<file path="config.mk">
export PLATFORM = sky130hd
export DESIGN_NAME = flash_pe_seq
export DESIGN_NICKNAME = d
export VERILOG_FILES = /design/src/rtl/flash_pe_pkg.sv /design/src/rtl/flash_pe_ctlreg.sv /design/src/rtl/flash_pe_timer.sv /design/src/rtl/flash_pe_fsm.sv /design/src/rtl/flash_pe_addr_latch.sv /design/src/rtl/flash_pe_seq.sv
export SDC_FILE = /design/constraint.sdc
export NUM_CORES = 1
export LEC_CHECK = 0
export BUFFER_PORTS_ARGS = -buffer_cell sky130_fd_sc_hd__buf_2
export CELL_PAD_IN_SITES_DETAIL_PLACEMENT = 0
export CELL_PAD_IN_SITES_GLOBAL_PLACEMENT = 1
export CORE_ASPECT_RATIO = 0.75
export CORE_MARGIN = 5
export CORE_UTILIZATION = 39
export CTS_BUF_LIST = sky130_fd_sc_hd__clkbuf_2
export DETAILED_ROUTE_END_ITERATION = 16
export GPL_ROUTABILITY_DRIVEN = 0
export PLACE_DENSITY = 0.95
export SLEW_MARGIN = 20
export SYNTH_ARGS = -nofsm -noshare
export SYNTH_HDL_FRONTEND = slang
export SYNTH_SLANG_ARGS = --single-unit
</file>
<file path="constraint.sdc">
create_clock -name clk -period 4 [get_ports clk]
set_input_delay 0 -clock clk [delete_from_list [all_inputs] [get_ports clk]]
set_output_delay 0 -clock clk [all_outputs]
set_load 0.01 [all_outputs]
</file>
<file path="src/rtl/flash_pe_pkg.sv">
package flash_pe_pkg;
  typedef enum logic [2:0] {
    SQ_IDLE,
    SQ_ARMED,
    SQ_PROT,
    SQ_WAIT,
    SQ_HV
  } seq_state_e;

  typedef struct packed {
    logic hv;
    logic mass;
    logic erase;
    logic pgm;
  } ctl_bits_t;
endpackage

</file>
<file path="src/rtl/flash_pe_ctlreg.sv">
module flash_pe_ctlreg
  import flash_pe_pkg::*;
(
  input  logic      clk,
  input  logic      rst,
  input  logic      wr,
  input  logic [7:0] wdata,
  input  logic      hv_grant,
  output ctl_bits_t ctl_q,
  output ctl_bits_t ctl_nxt,
  output logic [7:0] rdata
);
  ctl_bits_t req;
  logic      clash;

  assign req = ctl_bits_t'(wdata[3:0]);

  always_comb begin
    ctl_nxt = ctl_q;
    clash   = 1'b0;
    if (wr) begin
      clash = (req.pgm & req.erase) | (req.pgm & ctl_q.erase) | (req.erase & ctl_q.pgm);
      ctl_nxt.pgm   = clash ? ctl_q.pgm   : req.pgm;
      ctl_nxt.erase = clash ? ctl_q.erase : req.erase;
      ctl_nxt.mass  = req.mass;
      ctl_nxt.hv    = req.hv & (ctl_nxt.pgm | ctl_nxt.erase) & (ctl_q.hv | hv_grant);
    end
  end

  always_ff @(posedge clk) begin
    if (rst) ctl_q <= '0;
    else     ctl_q <= ctl_nxt;
  end

  assign rdata = {4'b0000, ctl_q};

  a_r3_no_dual_select: assert property (@(posedge clk) disable iff (rst)
    !(ctl_q.pgm && ctl_q.erase));

  a_r7_hv_needs_select: assert property (@(posedge clk) disable iff (rst)
    ctl_q.hv |-> (ctl_q.pgm || ctl_q.erase));

  a_r8_hv_clear_next: assert property (@(posedge clk) disable iff (rst)
    (wr && !wdata[3]) |=> !ctl_q.hv);
endmodule

</file>
<file path="src/rtl/flash_pe_timer.sv">
module flash_pe_timer #(
  parameter int SETUP_CYC = 80
) (
  input  logic clk,
  input  logic rst,
  input  logic load,
  output logic done
);
  localparam int CW = $clog2(SETUP_CYC + 1);
  localparam logic [CW-1:0] LOAD_VAL = CW'(SETUP_CYC - 1);

  logic [CW-1:0] cnt;

  always_ff @(posedge clk) begin
    if (rst)              cnt <= '0;
    else if (load)        cnt <= LOAD_VAL;
    else if (cnt != '0)   cnt <= cnt - 1'b1;
  end

  assign done = (cnt == '0);

  a_r6_load_value: assert property (@(posedge clk) disable iff (rst)
    load |=> (cnt == LOAD_VAL));

  a_r6_countdown: assert property (@(posedge clk) disable iff (rst)
    (!load && cnt != '0) |=> (cnt == $past(cnt) - 1'b1));
endmodule

</file>
<file path="src/rtl/flash_pe_fsm.sv">
module flash_pe_fsm
  import flash_pe_pkg::*;
(
  input  logic       clk,
  input  logic       rst,
  input  logic       ctl_wr,
  input  logic       prot_rd,
  input  logic       fl_wr,
  input  logic       sel_nxt,
  input  logic       hv_nxt,
  input  logic       hv_on,
  input  logic       timer_done,
  output logic       hv_grant,
  output logic       latch
);
  seq_state_e st_q, st_d;

  assign hv_grant = (st_q == SQ_WAIT) && timer_done;

  always_comb begin
    st_d  = st_q;
    latch = 1'b0;
    if (ctl_wr) begin
      if (!sel_nxt)                        st_d = SQ_IDLE;
      else if (st_q == SQ_IDLE)            st_d = SQ_ARMED;
      else if (st_q == SQ_HV && !hv_nxt)   st_d = SQ_IDLE;
      else if (st_q == SQ_WAIT && hv_nxt)  st_d = SQ_HV;
    end else if (fl_wr) begin
      case (st_q)
        SQ_PROT, SQ_WAIT: begin
          latch = 1'b1;
          st_d  = SQ_WAIT;
        end
        SQ_HV:   st_d = SQ_HV;
        default: st_d = SQ_IDLE;
      endcase
    end else if (prot_rd && st_q == SQ_ARMED) begin
      st_d = SQ_PROT;
    end
  end

  always_ff @(posedge clk) begin
    if (rst) st_q <= SQ_IDLE;
    else     st_q <= st_d;
  end

  a_r7_hv_rise_after_wait: assert property (@(posedge clk) disable iff (rst)
    $rose(hv_on) |-> ($past(st_q) == SQ_WAIT && $past(timer_done)));

  a_r8_state_matches_hv: assert property (@(posedge clk) disable iff (rst)
    (st_q == SQ_HV) == hv_on);

  a_r4_latch_needs_prot: assert property (@(posedge clk) disable iff (rst)
    latch |-> (st_q == SQ_PROT || st_q == SQ_WAIT));
endmodule

</file>
<file path="src/rtl/flash_pe_addr_latch.sv">
module flash_pe_addr_latch #(
  parameter int ADDR_W    = 15,
  parameter int PAGE_BITS = 7
) (
  input  logic              clk,
  input  logic              rst,
  input  logic              load,
  input  logic              erase,
  input  logic              mass,
  input  logic [ADDR_W-1:0] addr,
  output logic [ADDR_W-1:0] tgt
);
  localparam logic [ADDR_W-1:0] PAGE_MASK = ~((ADDR_W'(1) << PAGE_BITS) - ADDR_W'(1));

  logic [ADDR_W-1:0] tgt_d;

  always_comb begin
    if (!erase)    tgt_d = addr;
    else if (mass) tgt_d = '0;
    else           tgt_d = addr & PAGE_MASK;
  end

  always_ff @(posedge clk) begin
    if (rst)       tgt <= '0;
    else if (load) tgt <= tgt_d;
  end

  a_r10_hold_without_load: assert property (@(posedge clk) disable iff (rst)
    !load |=> $stable(tgt));
endmodule

</file>
<file path="src/rtl/flash_pe_seq.sv">
module flash_pe_seq
  import flash_pe_pkg::*;
#(
  parameter int CLK_KHZ   = 8000,
  parameter int SETUP_US  = 10,
  parameter int ADDR_W    = 15,
  parameter int PAGE_BITS = 7
) (
  input  logic              clk,
  input  logic              rst,
  input  logic              ctl_wr,
  input  logic [7:0]        ctl_wdata,
  output logic [7:0]        ctl_rdata,
  input  logic              prot_rd,
  input  logic              fl_wr,
  input  logic [ADDR_W-1:0] fl_addr,
  output logic              hv_en,
  output logic [ADDR_W-1:0] tgt_addr
);
  localparam int RAW_CYC   = (CLK_KHZ * SETUP_US + 999) / 1000;
  localparam int SETUP_CYC = (RAW_CYC < 1) ? 1 : RAW_CYC;

  ctl_bits_t ctl_q, ctl_nxt;
  logic      hv_grant, latch, timer_done;

  flash_pe_ctlreg u_ctl (
    .clk      (clk),
    .rst      (rst),
    .wr       (ctl_wr),
    .wdata    (ctl_wdata),
    .hv_grant (hv_grant),
    .ctl_q    (ctl_q),
    .ctl_nxt  (ctl_nxt),
    .rdata    (ctl_rdata)
  );

  flash_pe_fsm u_fsm (
    .clk        (clk),
    .rst        (rst),
    .ctl_wr     (ctl_wr),
    .prot_rd    (prot_rd),
    .fl_wr      (fl_wr),
    .sel_nxt    (ctl_nxt.pgm | ctl_nxt.erase),
    .hv_nxt     (ctl_nxt.hv),
    .hv_on      (ctl_q.hv),
    .timer_done (timer_done),
    .hv_grant   (hv_grant),
    .latch      (latch)
  );

  flash_pe_timer #(.SETUP_CYC(SETUP_CYC)) u_tmr (
    .clk  (clk),
    .rst  (rst),
    .load (latch),
    .done (timer_done)
  );

  flash_pe_addr_latch #(.ADDR_W(ADDR_W), .PAGE_BITS(PAGE_BITS)) u_adr (
    .clk   (clk),
    .rst   (rst),
    .load  (latch),
    .erase (ctl_q.erase),
    .mass  (ctl_q.mass),
    .addr  (fl_addr),
    .tgt   (tgt_addr)
  );

  assign hv_en = ctl_q.hv;
endmodule

</file>
# Word level (Yosys, flattened, before mapping)
# Cells that the tools add are included.
[totals] register_bits=29
[op_classes] n_addsub=1 eq_ne=5 n_mux=18 bitwise_logic=10 reduce_logical=13
[op_table] operator="$mux W15" n=2
[op_table] operator="$mux W3" n=7
[op_table] operator="$mux W7" n=2
[op_table] operator="$logic_not A7 Y1" n=1
[op_table] operator="$reduce_bool A7 Y1" n=1
[op_table] operator="$sub A7 B1 Y7 const B" n=1
[op_table] operator="$eq A3 B2 Y1 const B" n=2
[op_table] operator="$pmux W3 S2" n=1
[op_table] operator="$and A1 B1 Y1" n=5
[op_table] operator="$mux W1" n=5
[op_table] operator="$ne A5 B5 Y1 const B" n=1
[op_table] operator="$or A1 B1 Y1" n=5
[op_table] operator="$logic_and A1 B1 Y1" n=4
[op_table] operator="$mux W4" n=1
[op_table] operator="$reduce_or A2 Y1" n=2
[op_table] operator="$eq A3 B1 Y1 const B" n=1
[op_table] operator="$eq A3 B3 Y1 const B" n=1
[op_table] operator="$logic_not A3 Y1" n=1
[op_table] operator="$reduce_bool A3 Y1" n=1
[op_table] operator="$reduce_and A2 Y1" n=1
[op_table] operator="$reduce_bool A2 Y1" n=1
[op_table] operator="$logic_not A1 Y1" n=1

# Longest topological paths before layout
[logic_depth] depth_word=14 mapped_depth=7 ltp_nobuf=6

# Modules after synthesis
# A second synthesis with hierarchy kept.
[unflattened] hier_cells=166 area_unflattened_um2=1427.6
[by_module_without_submodules] module="flash_pe_addr_latch" instances=1 cells_each=65 area_per_inst_um2=565.5 seq_area_each_um2=300.3
[by_module_without_submodules] module="flash_pe_timer" instances=1 cells_each=39 area_per_inst_um2=336.6 seq_area_each_um2=140.1
[by_module_without_submodules] module="flash_pe_fsm" instances=1 cells_each=31 area_per_inst_um2=269.0 seq_area_each_um2=60.1
[by_module_without_submodules] module="flash_pe_ctlreg" instances=1 cells_each=30 area_per_inst_um2=250.2 seq_area_each_um2=80.1
[by_module_without_submodules] module="flash_pe_seq" instances=1 cells_each=1 area_per_inst_um2=6.3 seq_area_each_um2=0.0

# Worst setup path after synthesis
# No wires, ideal clock.
[synth_path] path_kind="reg2reg" startpoint="register u_tmr.cnt[0]" endpoint="register u_tmr.cnt[3]" setup_ps=70 arrival_time_ps=1538 required_time_ps=3930 slack_ps=2391 path_stages_with_launch=8 n_path_buf=1 period_less_slack_ps=1609 cell_sequence="dfxtp_1 > inv_1 > ha_1 > nor4b_2 > and2_1 > buf_6 > or3_2 > a21oi_1"
[synth_via] elab_chain_cells=3 word_cells_on_any_way=5 cone_classes="add/sub (1); mux (2); reduce/logical (2)"
[synth_lines] element="start: declaration" line_no="flash_pe_timer.sv:12" source="logic [CW-1:0] cnt;"
[synth_lines] element="start signal: assignment" line_no="flash_pe_timer.sv:17" source="else if (cnt != '0) cnt <= cnt - 1'b1;"
[synth_lines] element="$sub A7 B1 Y7" line_no="flash_pe_timer.sv:17"
[synth_lines] element="$mux W7" line_no="flash_pe_timer.sv:17"
[synth_lines] element="$mux W7" line_no="flash_pe_timer.sv:16" source="else if (load) cnt <= LOAD_VAL;"
# Parallel ways exist; a longest one is shown, timed or not. The select of a mux whose other input is x is not followed.
# A chain may end at the register's enable or synchronous reset.

# Worst setup path in the final report
[layout_path] startpoint="register u_tmr.cnt[0]" endpoint="register u_ctl.ctl_q[3] (netlist name)"
[layout_via] elab_chain_cells=5
[layout_lines] element="$logic_not A7 Y1" line_no="flash_pe_timer.sv:20" source="assign done = (cnt == '0);"
[layout_lines] element="$logic_and A1 B1 Y1" line_no="flash_pe_fsm.sv:18" source="assign hv_grant = (st_q == SQ_WAIT) && timer_done;"
[layout_lines] element="$or A1 B1 Y1" line_no="flash_pe_ctlreg.sv:26" source="ctl_nxt.hv = req.hv & (ctl_nxt.pgm | ctl_nxt.erase) & (ctl_q.hv | hv_grant);"
[layout_lines] element="$and A1 B1 Y1" line_no="flash_pe_ctlreg.sv:26"
[layout_lines] element="$mux W4" line_no="flash_pe_ctlreg.sv:21" source="if (wr) begin"
# No other way between the ends.

==> summary.txt <==
Floorplanning
  – Ports: 52
  – Initial Utilization: 0.394
  – Die extent in y: 62.2 µm
  – Die area: 4950 µm²
  – Die width: 79.6 µm
  – Core area: 3590 µm²
  – Site Rows: 19

Clock network
  – H-tree Lvls: 2
  – TritonCTS clock tree: yes
  – Root Buffer: clkbuf_2
  – Deepest clock path buffer count: 2
  – TritonCTS Buffers: 5
  – # clock sinks: 29
  – Clock Pin Slew Worst Setup and Hold Paths: 0.14 ns
  – Clk_lat worst skew: 0.35 ns

Yosys
  – Main combinational cell family by area after synthesis: simple AND/OR/NAND/NOR gates
  – Flip-flop and latch count after synthesis: 29
  – Cells after synthesis: 168
  – Top FF cell, synth: dfxtp_1
  – Synth Area in Compound Gates: 0.169
  – Number of synthesized flops with an enable pin: 0
  – XOR/XNOR Fraction of Synth Area: 0.0186
  – Ys Warns: 0
  – Mux contribution to synthesized area: 0.0221
  – Synth cell types: 42
  – Synth async-reset ratio: 0
  – Synth top area share: 0.410
  – Post-Syn Area: 1420 µm²
  – Seq/Total Area, Yosys: 0.410
  – Syn avg cell area: 8.42 µm²
  – Dominant cell type by area after synthesis: dfxtp_1
  – Synth Area in Adders: 0.0177
  – Synth top area cells: dfxtp_1 (41%), a21oi_1 (8.8%), nand2_1 (5.0%)
  – Simple-gate portion of the synthesized area: 0.273

Worst setup path
  – Startpoint Class: flop
  – Critical Setup Path Class: flop to flop
  – CP max-delay cell: dlygate4sd3_1
  – Critical path required time: 4.30 ns
  – Critical path arrival: 2.45 ns
  – Worst setup EP type: flop
  – Critical path depth: 7
  – Worst Path Buf+Inv: 2
  – FF-to-FF setup slack: 1.86 ns
  – FF-to-FF path depth: 7
  – CP cell instances: inv_1 -> ha_1 -> nor4b_2 -> and2_1 -> a21oi_1 -> a211oi_1 -> dlygate4sd3_1
  – Kind of cell adding the most delay to the critical path: buffers and inverters
  – Worst-path fanout max: 8
  – Worst stage delay on the critical path: 0.57 ns

Job
  – Max-cap violations: 0

Final layout
  – # diodes: 0
  – Seq. cell area: 581 µm²
  – P&R area growth vs syn: 28.1%
  – Design Area, Final: 1810 µm²
  – Core Util, Final: 0.505
  – Fillers: 362
  – Layout cell share with drive strength beyond 1: 0.249
  – Final net count: 251
  – Area taken by multi-input logic gates: 723 µm²

Drt
  – DRC violations left: 0
  – Routed WL per cell: 12.5 µm
  – DRT antenna net count: 0
  – Detailed Route WL: 3.43 mm
  – DRT Pass-1 Iters: 4
  – Via density: 4.92
  – Drt first-iter violations: 87
  – Vias post-DR: 1342

STA
  – Post-Route Skew: 0.00351 ns
  – Max-slew violations: 0
  – Final TNS setup: 0 ns
  – Final setup violation count: 0
  – Hold Vio Cnt, Final: 0
  – Tmin final: 2.14 ns
  – RSZ-0062 raised after global routing: false
  – Slew at the pin with the worst max-slew slack: 0.755 ns
  – Worst rel slew slack: 0.495
  – Final period util: 0.536
  – Max frequency: 466 MHz

Global routing
  – Gr usage total: 0.145
  – Largest net degree at the start of global routing: 31
  – Vias in the first global route: 1222
  – Antenna violations before repair: 0
  – Global-route wire length before repair: 5.71 mm
  – Grt ovf: 0

Placement
  – Area after DPL: 1600 µm²
  – Dpl hpwl: 2.20 mm
  – IO buf count: 43

Min path
  – Hold crit path type: input port to flop
  – Cells on Worst Hold Path: 2

Power
  – LEAKAGE: 0.773 nW
  – Power Density: 406 nW/µm²
  – Peak VDD IR: 0.234 mV
  – Final Total Pwr: 0.737 mW

Run status
  – Status: finished, final reports clean
[worst reg2reg max path, stage by stage, from the launching register on]
cell and delay, ns:
dfxtp_1 0.33, inv_1 0.10, ha_1 0.18, nor4b_2 0.22, and2_1 0.36, a21oi_1 0.12
a211oi_1 0.21, dlygate4sd3_1 0.57
[what timing repair did]
item	in CTS	in global routing
endpoints found under the hold margin	17	0
buffers inserted	0	0
setup endpoints to repair	0	0
hold buffers	18	0
gates resized for setup	0	0
[stage by stage]
| step | hold slack, ns | worst slack [ns] | instances |
|---|---|---|---|
| after floorplan | 0.147 | 2.39 | 171 |
| after CTS | 0.00436 | 1.86 | 273 |
| final | 0.00696 | 1.86 | 273 |
| after global placement | 0.236 | 2.05 | 248 |
| after detailed placement | 0.246 | 2.08 | 248 |
| after global routing | 0.00978 | 1.69 | 273 |
[synth_stat cells (2+ instances only)]
master,number
xnor2_1,2
nor3_1,3
nand2_1,19
nand3_1,11
buf_4,7
inv_1,4
or3_1,3
and3_1,2
dfxtp_1,29
nand3b_1,7
a21oi_1,25
buf_2,5
o211ai_1,2
ha_1,2
mux2i_1,2
nor2_1,11
clkbuf_1,4
nor4_1,2
nand2b_1,4
a22oi_1,2
[layout by cell type, fill, tap and decap left out, types with 2 or more instances in the layout]
cell / netlist / routed
ha_1: 2 / 2
nand3_1: 11 / 11
conb_1: 1 / 4
o211ai_1: 2 / 2
nor4_1: 2 / 2
nor2_1: 11 / 11
xnor2_1: 2 / 2
buf_2: 5 / 43
nor3_1: 3 / 3
dlygate4sd3_1: 0 / 18
a22oi_1: 2 / 2
mux2i_1: 2 / 2
dfxtp_1: 29 / 29
a21oi_1: 25 / 25
nand3b_1: 7 / 7
nand2b_1: 4 / 4
nand2_1: 19 / 19
clkbuf_2: 0 / 6
or3_1: 3 / 3
and3_1: 2 / 2
inv_1: 4 / 4
[logic make-up (layout without fill, tap and decap cells)]
group                    after synthesis  after routing
AND/OR/NAND/NOR                       71             71
AO/OA/AOI/OAI                         37             37
flip-flops                            29             29
buffers and inverters                 22             72
XOR/XNOR                               3              3
multiplexers                           3              3
adder cells (fa/ha/maj)                2              2
other                                  1              4
[state kept, by name (all words and copies together), names as in the netlist]
signal and count:
u_adr.tgt 15, u_tmr.cnt 7, u_ctl.ctl_q 4, u_fsm.st_q 3
[layer usage]
metal | GRT usage | part of all wire | routed length (µm)
met1 | 0.180 | 0.46 | 1580
met2 | 0.228 | 0.47 | 1600
met3 | 0.0477 | 0.062 | 213
met4 | 0.0579 | 0.0093 | 32
met5 | 0 | 0 | 0
[where the power goes]
| group | internal, mW | switching, mW | total (mW) |
|---|---|---|---|
| Combinational | 0.127 | 0.121 | 0.248 |
| Sequential | 0.323 | 0.0294 | 0.352 |
| Clock | 0.0408 | 0.0959 | 0.137 |
[path summary, 6_finish.rpt]
| check | from | to |
|---|---|---|
| worst min-delay path | ctl_wr | u_fsm.st_q[1]$_SDFFE_PP0P_ |
| worst max register to register | u_tmr.cnt[0]$_SDFFE_PP0P_ | u_ctl.ctl_q[3]$_SDFF_PP0_ |
| worst min register to register | u_adr.tgt[9]$_SDFFE_PP0P_ | u_adr.tgt[9]$_SDFFE_PP0P_ |
| worst max-delay path | u_tmr.cnt[0]$_SDFFE_PP0P_ | u_ctl.ctl_q[3]$_SDFF_PP0_ |
[area by class of cell]
cell class / count / share of cell area
multi-input combinational: 120 / 0.399
sequential: 29 / 0.320
timing repair buffer: 61 / 0.218
tap: 52 / 0.0359
clock buffer: 6 / 0.0166
inverter: 4 / 0.00828
clock inverter: 1 / 0.00207
No activity file was read; power rests on OpenSTA's default activity.
